**config.mk**
```make
export PLATFORM = sky130hd
export DESIGN_NAME = ext_irq_ctrl
export DESIGN_NICKNAME = d
export VERILOG_FILES = /design/src/rtl/ext_irq_pkg.sv /design/src/rtl/ext_irq_sync.sv /design/src/rtl/ext_irq_edge_det.sv /design/src/rtl/ext_irq_regs.sv /design/src/rtl/ext_irq_ctrl.sv
export SDC_FILE = /design/constraint.sdc
export NUM_CORES = 1
export LEC_CHECK = 0
export BUFFER_PORTS_ARGS = -buffer_cell sky130_fd_sc_hd__buf_4
export CAP_MARGIN = 10
export CORE_UTILIZATION = 51
export CTS_BUF_LIST = sky130_fd_sc_hd__clkbuf_16
export DETAILED_ROUTE_END_ITERATION = 8
export HOLD_SLACK_MARGIN = 0.02
export PLACE_DENSITY = 0.76
export SYNTH_ARGS = -nofsm -noshare
export SYNTH_HDL_FRONTEND = slang
export SYNTH_SLANG_ARGS = --single-unit
export TNS_END_PERCENT = 50
```
**constraint.sdc**
```tcl
create_clock -name clk -period 1.3 [get_ports clk]
set_clock_uncertainty 0.15 [all_clocks]
set_input_delay 0.195 -clock clk [delete_from_list [all_inputs] [get_ports clk]]
set_output_delay 0.195 -clock clk [all_outputs]
set_load 0.1 [all_outputs]
```
**src/rtl/ext_irq_pkg.sv**
```systemverilog
// Shared definitions for the external interrupt controller: the
// per-line detection mode and the register addresses.
package ext_irq_pkg;

    typedef enum logic [1:0] {
        EDGE_NONE = 2'b00,
        EDGE_FALL = 2'b01,
        EDGE_RISE = 2'b10,
        EDGE_BOTH = 2'b11
    } edge_mode_e;

    localparam int REG_AW = 2;

    localparam logic [REG_AW-1:0] ADDR_CTRL = 2'd0;
    localparam logic [REG_AW-1:0] ADDR_FLAG = 2'd1;
    localparam logic [REG_AW-1:0] ADDR_MASK = 2'd2;
    localparam logic [REG_AW-1:0] ADDR_MODE = 2'd3;

endpackage

```
**src/rtl/ext_irq_sync.sv**
```systemverilog
// Synchronizer for one asynchronous line.
// Brings the line through STAGES flops and also gives the synchronized
// value delayed by one cycle, so the caller can find transitions.
// Assumes: STAGES >= 2. Every flop resets to RESET_VAL, so a line that
// idles at RESET_VAL shows no false transition after reset.
module ext_irq_sync #(
    parameter int   STAGES    = 2,
    parameter logic RESET_VAL = 1'b1
) (
    input  logic clk,
    input  logic rst_n,
    input  logic pin_async,
    output logic pin_now,
    output logic pin_prev
);

    logic [STAGES-1:0] chain_q;
    logic              prev_q;

    // Shift the raw line through the synchronizer chain.
    always_ff @(posedge clk) begin
        if (!rst_n) begin
            chain_q <= {STAGES{RESET_VAL}};
        end else begin
            chain_q <= {chain_q[STAGES-2:0], pin_async};
        end
    end

    // Keep the last synchronized value for transition detection.
    always_ff @(posedge clk) begin
        if (!rst_n) begin
            prev_q <= RESET_VAL;
        end else begin
            prev_q <= chain_q[STAGES-1];
        end
    end

    assign pin_now  = chain_q[STAGES-1];
    assign pin_prev = prev_q;

endmodule

```
**src/rtl/ext_irq_edge_det.sv**
```systemverilog
// Transition classifier for one line.
// Gives a one-cycle hit when the current and previous synchronized levels
// differ in the direction that the mode selects.
// Assumes: both inputs are already in the clock domain.
module ext_irq_edge_det
    import ext_irq_pkg::*;
(
    input  edge_mode_e mode,
    input  logic       level_now,
    input  logic       level_prev,
    output logic       hit
);

    logic fell;
    logic rose;

    // Classify the transition seen this cycle.
    always_comb begin
        fell = level_prev & ~level_now;
        rose = ~level_prev & level_now;
    end

    // Keep only the transitions that the mode selects.
    always_comb begin
        unique case (mode)
            EDGE_NONE: hit = 1'b0;
            EDGE_FALL: hit = fell;
            EDGE_RISE: hit = rose;
            EDGE_BOTH: hit = fell | rose;
            default:   hit = 1'b0;
        endcase
    end

endmodule

```
**src/rtl/ext_irq_regs.sv**
```systemverilog
// Register state of the interrupt controller: the global enable, the
// sticky request flags, the per-source mask and the write-only mode
// fields, with a combinational read mux.
// Assumes: DATA_W >= NUM_PINS and DATA_W >= MODE_W. The hit inputs are
// one-cycle pulses.
module ext_irq_regs
    import ext_irq_pkg::*;
#(
    parameter int NUM_PINS = 4,
    parameter int MODE_W   = 4,
    parameter int DATA_W   = 4
) (
    input  logic                clk,
    input  logic                rst_n,
    input  logic [NUM_PINS-1:0] hit,
    input  logic                wr_en,
    input  logic [REG_AW-1:0]   wr_addr,
    input  logic [DATA_W-1:0]   wr_data,
    input  logic [REG_AW-1:0]   rd_addr,
    output logic [DATA_W-1:0]   rd_data,
    input  logic                irq_ack,
    input  logic                irq_ret,
    output logic                gie,
    output logic [NUM_PINS-1:0] flags,
    output logic [NUM_PINS-1:0] mask,
    output logic [MODE_W-1:0]   mode_cfg
);

    logic                gie_q;
    logic [NUM_PINS-1:0] flag_q;
    logic [NUM_PINS-1:0] mask_q;
    logic [MODE_W-1:0]   mode_q;
    logic [NUM_PINS-1:0] clr_vec;
    logic                wr_ctrl;
    logic                wr_flag;
    logic                wr_mask;
    logic                wr_mode;

    // Decode which register a write targets.
    always_comb begin
        wr_ctrl = wr_en && (wr_addr == ADDR_CTRL);
        wr_flag = wr_en && (wr_addr == ADDR_FLAG);
        wr_mask = wr_en && (wr_addr == ADDR_MASK);
        wr_mode = wr_en && (wr_addr == ADDR_MODE);
    end

    // A written 0 clears the matching flag; a written 1 keeps it.
    always_comb begin
        clr_vec = wr_flag ? ~wr_data[NUM_PINS-1:0] : '0;
    end

    // Global enable: acknowledge clears, return sets, software writes last.
    always_ff @(posedge clk) begin
        if (!rst_n) begin
            gie_q <= 1'b0;
        end else if (irq_ack) begin
            gie_q <= 1'b0;
        end else if (irq_ret) begin
            gie_q <= 1'b1;
        end else if (wr_ctrl) begin
            gie_q <= wr_data[0];
        end
    end

    // Sticky flags: a new hit wins over a clearing write.
    always_ff @(posedge clk) begin
        if (!rst_n) begin
            flag_q <= '0;
        end else begin
            flag_q <= (flag_q & ~clr_vec) | hit;
        end
    end

    // Per-source mask.
    always_ff @(posedge clk) begin
        if (!rst_n) begin
            mask_q <= '0;
        end else if (wr_mask) begin
            mask_q <= wr_data[NUM_PINS-1:0];
        end
    end

    // Mode fields of the programmable lines; reset means ignore.
    always_ff @(posedge clk) begin
        if (!rst_n) begin
            mode_q <= '0;
        end else if (wr_mode) begin
            mode_q <= wr_data[MODE_W-1:0];
        end
    end

    // Read mux; the mode register cannot be read back.
    always_comb begin
        unique case (rd_addr)
            ADDR_CTRL: rd_data = DATA_W'(gie_q);
            ADDR_FLAG: rd_data = DATA_W'(flag_q);
            ADDR_MASK: rd_data = DATA_W'(mask_q);
            default:   rd_data = '0;
        endcase
    end

    assign gie      = gie_q;
    assign flags    = flag_q;
    assign mask     = mask_q;
    assign mode_cfg = mode_q;

endmodule

```
**src/rtl/ext_irq_ctrl.sv**
```systemverilog
// Edge-selectable external interrupt controller (top).
// Synchronizes each line, classifies transitions (the first NUM_FIXED
// lines are fixed to falling, the rest take a 2-bit mode field), latches
// sticky flags and raises irq_req while the global enable allows it.
// Assumes: 0 <= NUM_FIXED < NUM_PINS and SYNC_STAGES >= 2.
module ext_irq_ctrl
    import ext_irq_pkg::*;
#(
    parameter int   NUM_PINS    = 4,
    parameter int   NUM_FIXED   = 2,
    parameter int   SYNC_STAGES = 2,
    parameter logic IDLE_LEVEL  = 1'b1,
    localparam int  PROG_PINS   = NUM_PINS - NUM_FIXED,
    localparam int  MODE_W      = 2 * PROG_PINS,
    localparam int  DATA_W      = (NUM_PINS > MODE_W) ? NUM_PINS : MODE_W
) (
    input  logic                clk,
    input  logic                rst_n,
    input  logic [NUM_PINS-1:0] ext_pin,
    input  logic                wr_en,
    input  logic [REG_AW-1:0]   wr_addr,
    input  logic [DATA_W-1:0]   wr_data,
    input  logic [REG_AW-1:0]   rd_addr,
    output logic [DATA_W-1:0]   rd_data,
    input  logic                irq_ack,
    input  logic                irq_ret,
    output logic                irq_req
);

    logic [NUM_PINS-1:0] lvl_now;
    logic [NUM_PINS-1:0] lvl_prev;
    logic [NUM_PINS-1:0] hit;
    logic [NUM_PINS-1:0] flags;
    logic [NUM_PINS-1:0] mask;
    logic [MODE_W-1:0]   mode_cfg;
    logic                gie;

    for (genvar i = 0; i < NUM_PINS; i++) begin : g_line
        edge_mode_e line_mode;

        ext_irq_sync #(
            .STAGES    (SYNC_STAGES),
            .RESET_VAL (IDLE_LEVEL)
        ) u_sync (
            .clk       (clk),
            .rst_n     (rst_n),
            .pin_async (ext_pin[i]),
            .pin_now   (lvl_now[i]),
            .pin_prev  (lvl_prev[i])
        );

        if (i < NUM_FIXED) begin : g_fixed
            // Fixed lines always react to falling transitions.
            assign line_mode = EDGE_FALL;
        end else begin : g_prog
            // Programmable lines take their field from the mode register.
            assign line_mode = edge_mode_e'(mode_cfg[2*(i-NUM_FIXED) +: 2]);
        end

        ext_irq_edge_det u_det (
            .mode       (line_mode),
            .level_now  (lvl_now[i]),
            .level_prev (lvl_prev[i]),
            .hit        (hit[i])
        );
    end

    ext_irq_regs #(
        .NUM_PINS (NUM_PINS),
        .MODE_W   (MODE_W),
        .DATA_W   (DATA_W)
    ) u_regs (
        .clk      (clk),
        .rst_n    (rst_n),
        .hit      (hit),
        .wr_en    (wr_en),
        .wr_addr  (wr_addr),
        .wr_data  (wr_data),
        .rd_addr  (rd_addr),
        .rd_data  (rd_data),
        .irq_ack  (irq_ack),
        .irq_ret  (irq_ret),
        .gie      (gie),
        .flags    (flags),
        .mask     (mask),
        .mode_cfg (mode_cfg)
    );

    // Raise the request for any unmasked pending flag while enabled.
    always_comb begin
        irq_req = gie && (|(flags & mask));
    end

endmodule

```
## Yosys cells after proc, flatten, opt, wreduce, memory -nomap -nowiden

Cells that the tools add are included.

| storage, ports and cells | value |
|---|---|
| input port bits | 17 |
| register bits | 25 |
| word-level logic and storage cells | 61 |
| output and inout bits | 5 |

| cells by class | value |
|---|---|
| equality and inequality tests | 11 |
| mux-type cells | 6 |
| bitwise gates (word level) | 20 |
| reduce and logical (&&, ||, !) cells | 12 |

Operators by type and width:

| kind | number |
|---|---|
| 2-bit == test (second input constant) | 7 |
| 4-bit one-hot mux with 3 select lines | 1 |
| 4-bit bitwise AND | 2 |
| 2-bit by 1-bit == test with 1-bit output (second input constant) | 4 |
| 2-bit zero test | 4 |
| 4-bit inverter | 2 |
| 1-bit one-hot mux with 4 select lines | 2 |
| 1-bit inverter | 7 |
| 1-bit bitwise AND | 6 |
| 1-bit logical AND | 5 |
| 4-bit 2-to-1 mux | 1 |
| 4-bit bitwise OR | 1 |
| 4-bit OR reduction | 1 |
| 1-bit 2-to-1 mux | 2 |
| 1-bit bitwise OR | 2 |
| 2-bit nonzero test | 1 |
| 2-bit OR reduction | 1 |

## Logic depth before layout (Yosys ltp)

| depth | value |
|---|---|
| depth after elaboration | 6 |
| mapped depth | 5 |
| gate-level depth less buffers | 5 |

## Hierarchy

Synthesis repeated with hierarchy kept, for this count alone.

| unflattened totals | value |
|---|---|
| cell total of the unflattened synthesis | 123 |
| area, all modules | 1147.4 µm² |

By module, submodules not included:

| module | cells each | sequential area each (µm²) | area each (µm²) | instances |
|---|---|---|---|---|
| ext_irq_regs | 58 | 260.2 | 566.8 | 1 |
| ext_irq_sync | 6 | 60.1 | 78.8 | 4 |
| ext_irq_edge_det | 9 | 0.0 | 58.8 | 4 |
| ext_irq_ctrl | 5 | 0.0 | 30.0 | 1 |

## Worst setup path after synthesis

No wires, ideal clock.

| path | value |
|---|---|
| path kind | register to output |
| from | reg u_regs.mask_q[1], in the netlist u_regs.mask[1] |
| to | out irq_req |
| arrival time | 2.599 ns |
| slack | -1.644 ns |
| stages on the path, launching flop included | 3 |
| path buffers | 0 |
| required time | 0.955 ns |
| path through | dfxtp_1 a22oi_1 a21boi_0 |

| between the ends | value |
|---|---|
| cells in the longest elaborated chain, start to end | 3 |

Ends and longest elaborated chain:

| element | line | source |
|---|---|---|
| start, declared | ext_irq_regs.sv:31 | `logic [NUM_PINS-1:0] mask_q;` |
| start signal, assigned | ext_irq_regs.sv:79 | `mask_q <= wr_data[NUM_PINS-1:0];` |
| 4-bit bitwise AND | ext_irq_ctrl.sv:91 | `irq_req = gie && (\|(flags & mask));` |
| 4-bit OR reduction | ext_irq_ctrl.sv:91 |  |
| 1-bit logical AND | ext_irq_ctrl.sv:91 |  |
| end, declared | ext_irq_ctrl.sv:27 | `output logic irq_req` |

Every way passes these cells.

## Worst setup path after layout

Ends and elaborated chain as after synthesis.

==> impl_metrics.yaml <==
drt:
  drt-wirelength-per-cell_um: 12.6
  post-route-drc-count: 0
  drt_iter0_markers: 6
  viasPerCell: 5.23
  routed_wl_um: 1960
  vias: 811
  ant_nets: 0
  firstDrtPassIters: 4
clock_tree:
  cts_setup_buffers: 0
  cts_made_buffers: 3
  ctsLongestPathBuffers: 2
  cts_tree: "done"
  clkTransAtPathRegs_ns: 0.06
  htree_levels: 1
  clk_latency_ns: 0.25
  cts-root-buf: "clkbuf_16"
  cts_sinks: 25
min_path:
  hp-start: "wr_data[3]"
  whs_path_depth: 3
  holdPathEnd: "u_regs.mask[3]$_SDFFE_PN0P_"
  hold_class: "input port to flop"
floorplanning:
  rows: 15
  chipWidth_um: 46.0
  die_h_um: 46.0
  dieArea_sq_um: 2120
  num_io_pins: 22
  core_area_sq_um: 1760
  initial_utilization: 0.560
run_status:
  status: "finished with violations"
  violations: "setup timing"
power:
  seqPwrFrac: 0.494
  p_per_area_nw_per_um2: 1150
  ir_worst_vdd_mv: 0.735
  design_power_total_mw: 1.65
  combPwrFrac: 0.113
  p_sw_mw: 0.347
  leakagePower_nw: 0.636
  netSwitchingFraction: 0.210
  p_clk_frac: 0.393
  p_int_mw: 1.30
timing:
  setup_ws_ns: -0.116
  setup_tns_ns: -0.406
  hold_viol: 0
  setup_violations: 5
  maxSlewHeadroom: 0.736
  max_slew.worst_pin.slew_ns: 0.395
  max_freq_mhz: 706
  rsz0062_at_grt: "true"
  period_share: 1.09
  slew_viol_final: 0
  fin_crit_ns: 1.42
worst_setup_path:
  crit_type: "flop to output port"
  r2r-end: "u_regs.flags[3]$_SDFF_PN0_"
  critPathBufInv: 1
  crit_family: "flip-flops"
  cpPeakStageDelay_ns: 0.33
  critPathMaxFanout: 3
  critPathArrivalTime_ns: 1.07
  slowest_stage: "dfxtp_2"
  r2r_slack_ns: 0.12
  cp-end-kind: "output port"
  worstPathRequired_ns: 0.95
  worstRegToRegCells: 5
  path_cells: "a22oi_2 > a21boi_4 > buf_12"
  start_kind: "flop"
  reg2reg_from: "g_line[3].u_sync.pin_prev$_SDFF_PN1_"
grt:
  top_usage_layer: "met2"
  grt-ovfl-total: 0
  grt_use_met2: 0.400
  grt_use_met3: 0.0357
  antenna_found_initial: 0
  grt_pass1_wl_um: 3050
  grt_max_degree: 14
  use_met1: 0.214
  track_usage: 0.208
  grt_pass1_vias: 738
flow_run:
  max_cap_violations: 0
final_layout:
  antennaDiodeCount: 0
  drive_gt1_frac: 0.331
  nFillCells: 109
  fin_util: 0.811
  regArea_sq_um: 512
  nNetsFinal: 152
  multi_input_area_sq_um: 498
  area_growth_pct: 44.9
yosys:
  synth-compound-area-share: 0.120
  synth_seq_cells: 25
  synthXorXnorAreaFrac: 0
  synthSimpleGateAreaFrac: 0.204
  netlist_instances: 99
  avgSynthCellArea_sq_um: 9.97
  synth_top_family_by_area: "simple AND/OR/NAND/NOR gates"
  synth_mux_area_frac: 0.0913
  yosys.area_share.adder: 0.0507
  ys_seq_area_frac: 0.507
  syn_nets: 120
  yosysWarningCount: 0
  synth_area_sq_um: 987
  ys_types: 21
place:
  post-place-ws_ns: -0.0875
  gp_congestion: 0.712
  dp_hpwl_um: 1260
  portBuffers: 21
==> final cells by class <==
class / instances / share of cell area
tap: 25 / 0.0219
timing repair buffer: 29 / 0.204
sequential: 25 / 0.358
inverter: 5 / 0.0131
clock buffer: 3 / 0.0525
multi-input combinational: 67 / 0.348
clock inverter: 1 / 0.00262
==> tightest hold or removal path: cells and delay by family <==
kind,cells,cell delay [ns]
buffers and inverters,1,0.10
muxes,1,0.06
and+or+nand+nor,1,0.07
==> cell usage in the layout (no fill, tap or decap), types with 2 or more instances in the layout <==
| master | n |
|---|---|
| buf_4 | 18 |
| nand2b_1 | 12 |
| dfxtp_2 | 9 |
| a22o_1 | 2 |
| nor2_1 | 9 |
| o21ai_0 | 4 |
| a31oi_1 | 2 |
| buf_12 | 4 |
| nor2b_1 | 4 |
| nand3b_1 | 4 |
| dlygate4sd3_1 | 5 |
| dfxtp_1 | 16 |
| clkbuf_16 | 3 |
| a22oi_2 | 2 |
| a21oi_1 | 2 |
| nand2_1 | 4 |
| ha_1 | 4 |
| inv_1 | 6 |
| mux2i_1 | 8 |
==> how the worst max path moves through the flow <==
stage                                      from          to  cells past startpoint
detailed placement                   rd_addr[1]  rd_data[0]                      5
finish              u_regs.mask[1]$_SDFFE_PN0P_     irq_req                      3
CTS                  u_regs.flags[3]$_SDFF_PN0_     irq_req                      3
global route        u_regs.mask[1]$_SDFFE_PN0P_     irq_req                      3
floorplan                            rd_addr[0]  rd_data[2]                      2
global placement                     rd_addr[1]  rd_data[0]                      5
==> cell usage after synthesis <==
| library cell | n | area (sq um) |
|---|---|---|
| a31oi_1 | 2 | 12.5 |
| nand2b_1 | 12 | 75.1 |
| inv_1 | 5 | 18.8 |
| o21ai_0 | 6 | 30.0 |
| a21oi_1 | 2 | 10.0 |
| o211ai_1 | 1 | 7.51 |
| nor3b_2 | 1 | 12.5 |
| a2111oi_1 | 1 | 10.0 |
| nor3_1 | 1 | 5.00 |
| a22o_1 | 3 | 26.3 |
| nor2_1 | 9 | 33.8 |
| nand3b_1 | 4 | 30.0 |
| nor2b_1 | 4 | 25.0 |
| a21boi_0 | 1 | 7.51 |
| dfxtp_1 | 25 | 500 |
| nand2_1 | 4 | 15.0 |
| ha_1 | 4 | 50.1 |
| nand3_1 | 1 | 5.00 |
| clkbuf_1 | 2 | 7.51 |
| mux2i_1 | 9 | 90.1 |
| a22oi_1 | 2 | 15.0 |
==> routing by layer <==
layer | routed length (um) | up-vias
met5 | 0 | -
met4 | 43 | 0
met3 | 42 | 6
met2 | 1020 | 21
met1 | 846 | 384
li1 | - | 400
==> power groups by stage <==
stage / logic, mW / registers [mW] / clock network [mW]
3_5_place_dp: 0.162 / 0.829 / 0
4_1_cts: 0.186 / 0.815 / 0.660
5_1_grt: 0.201 / 0.819 / 0.702
2_1_floorplan: 0.0943 / 0.824 / 0
6_report: 0.187 / 0.816 / 0.648
3_3_place_gp: 0.158 / 0.828 / 0
==> timing repair <==
item / in CTS / in global routing
hold endpoints to repair: 5 / 0
resized for setup: 23 / 2
pin swaps: 2 / 1
hold buffers: 5 / 0
endpoints found under the setup margin: 5 / 6
==> state kept, by name, summed over array words and instances, names as in the netlist <==
signal / flops
u_regs.gie: 1
u_regs.mask: 4
u_regs.flags: 4
g_line.u_sync.chain_q: 8
u_regs.mode_cfg: 4
g_line.u_sync.pin_prev: 4
==> metrics by stage <==
| stage | hold slack, ns | instance area (sq um) | instances |
|---|---|---|---|
| floorplan | 0.118 | 1020 | 99 |
| global placement | 0.208 | 1220 | 146 |
| detailed placement | 0.210 | 1220 | 146 |
| CTS | 0.0549 | 1430 | 155 |
| global route | 0.0784 | 1430 | 155 |
| finish | 0.0553 | 1430 | 155 |
==> cell families after synthesis <==
| logic type | Yosys count |
|---|---|
| adder cells (fa/ha/maj) | 4 |
| AO/OA/AOI/OAI | 18 |
| flip-flops | 25 |
| buffers and inverters | 7 |
| AND/OR/NAND/NOR | 36 |
| multiplexers | 9 |
(Power assumes the default switching activity.)
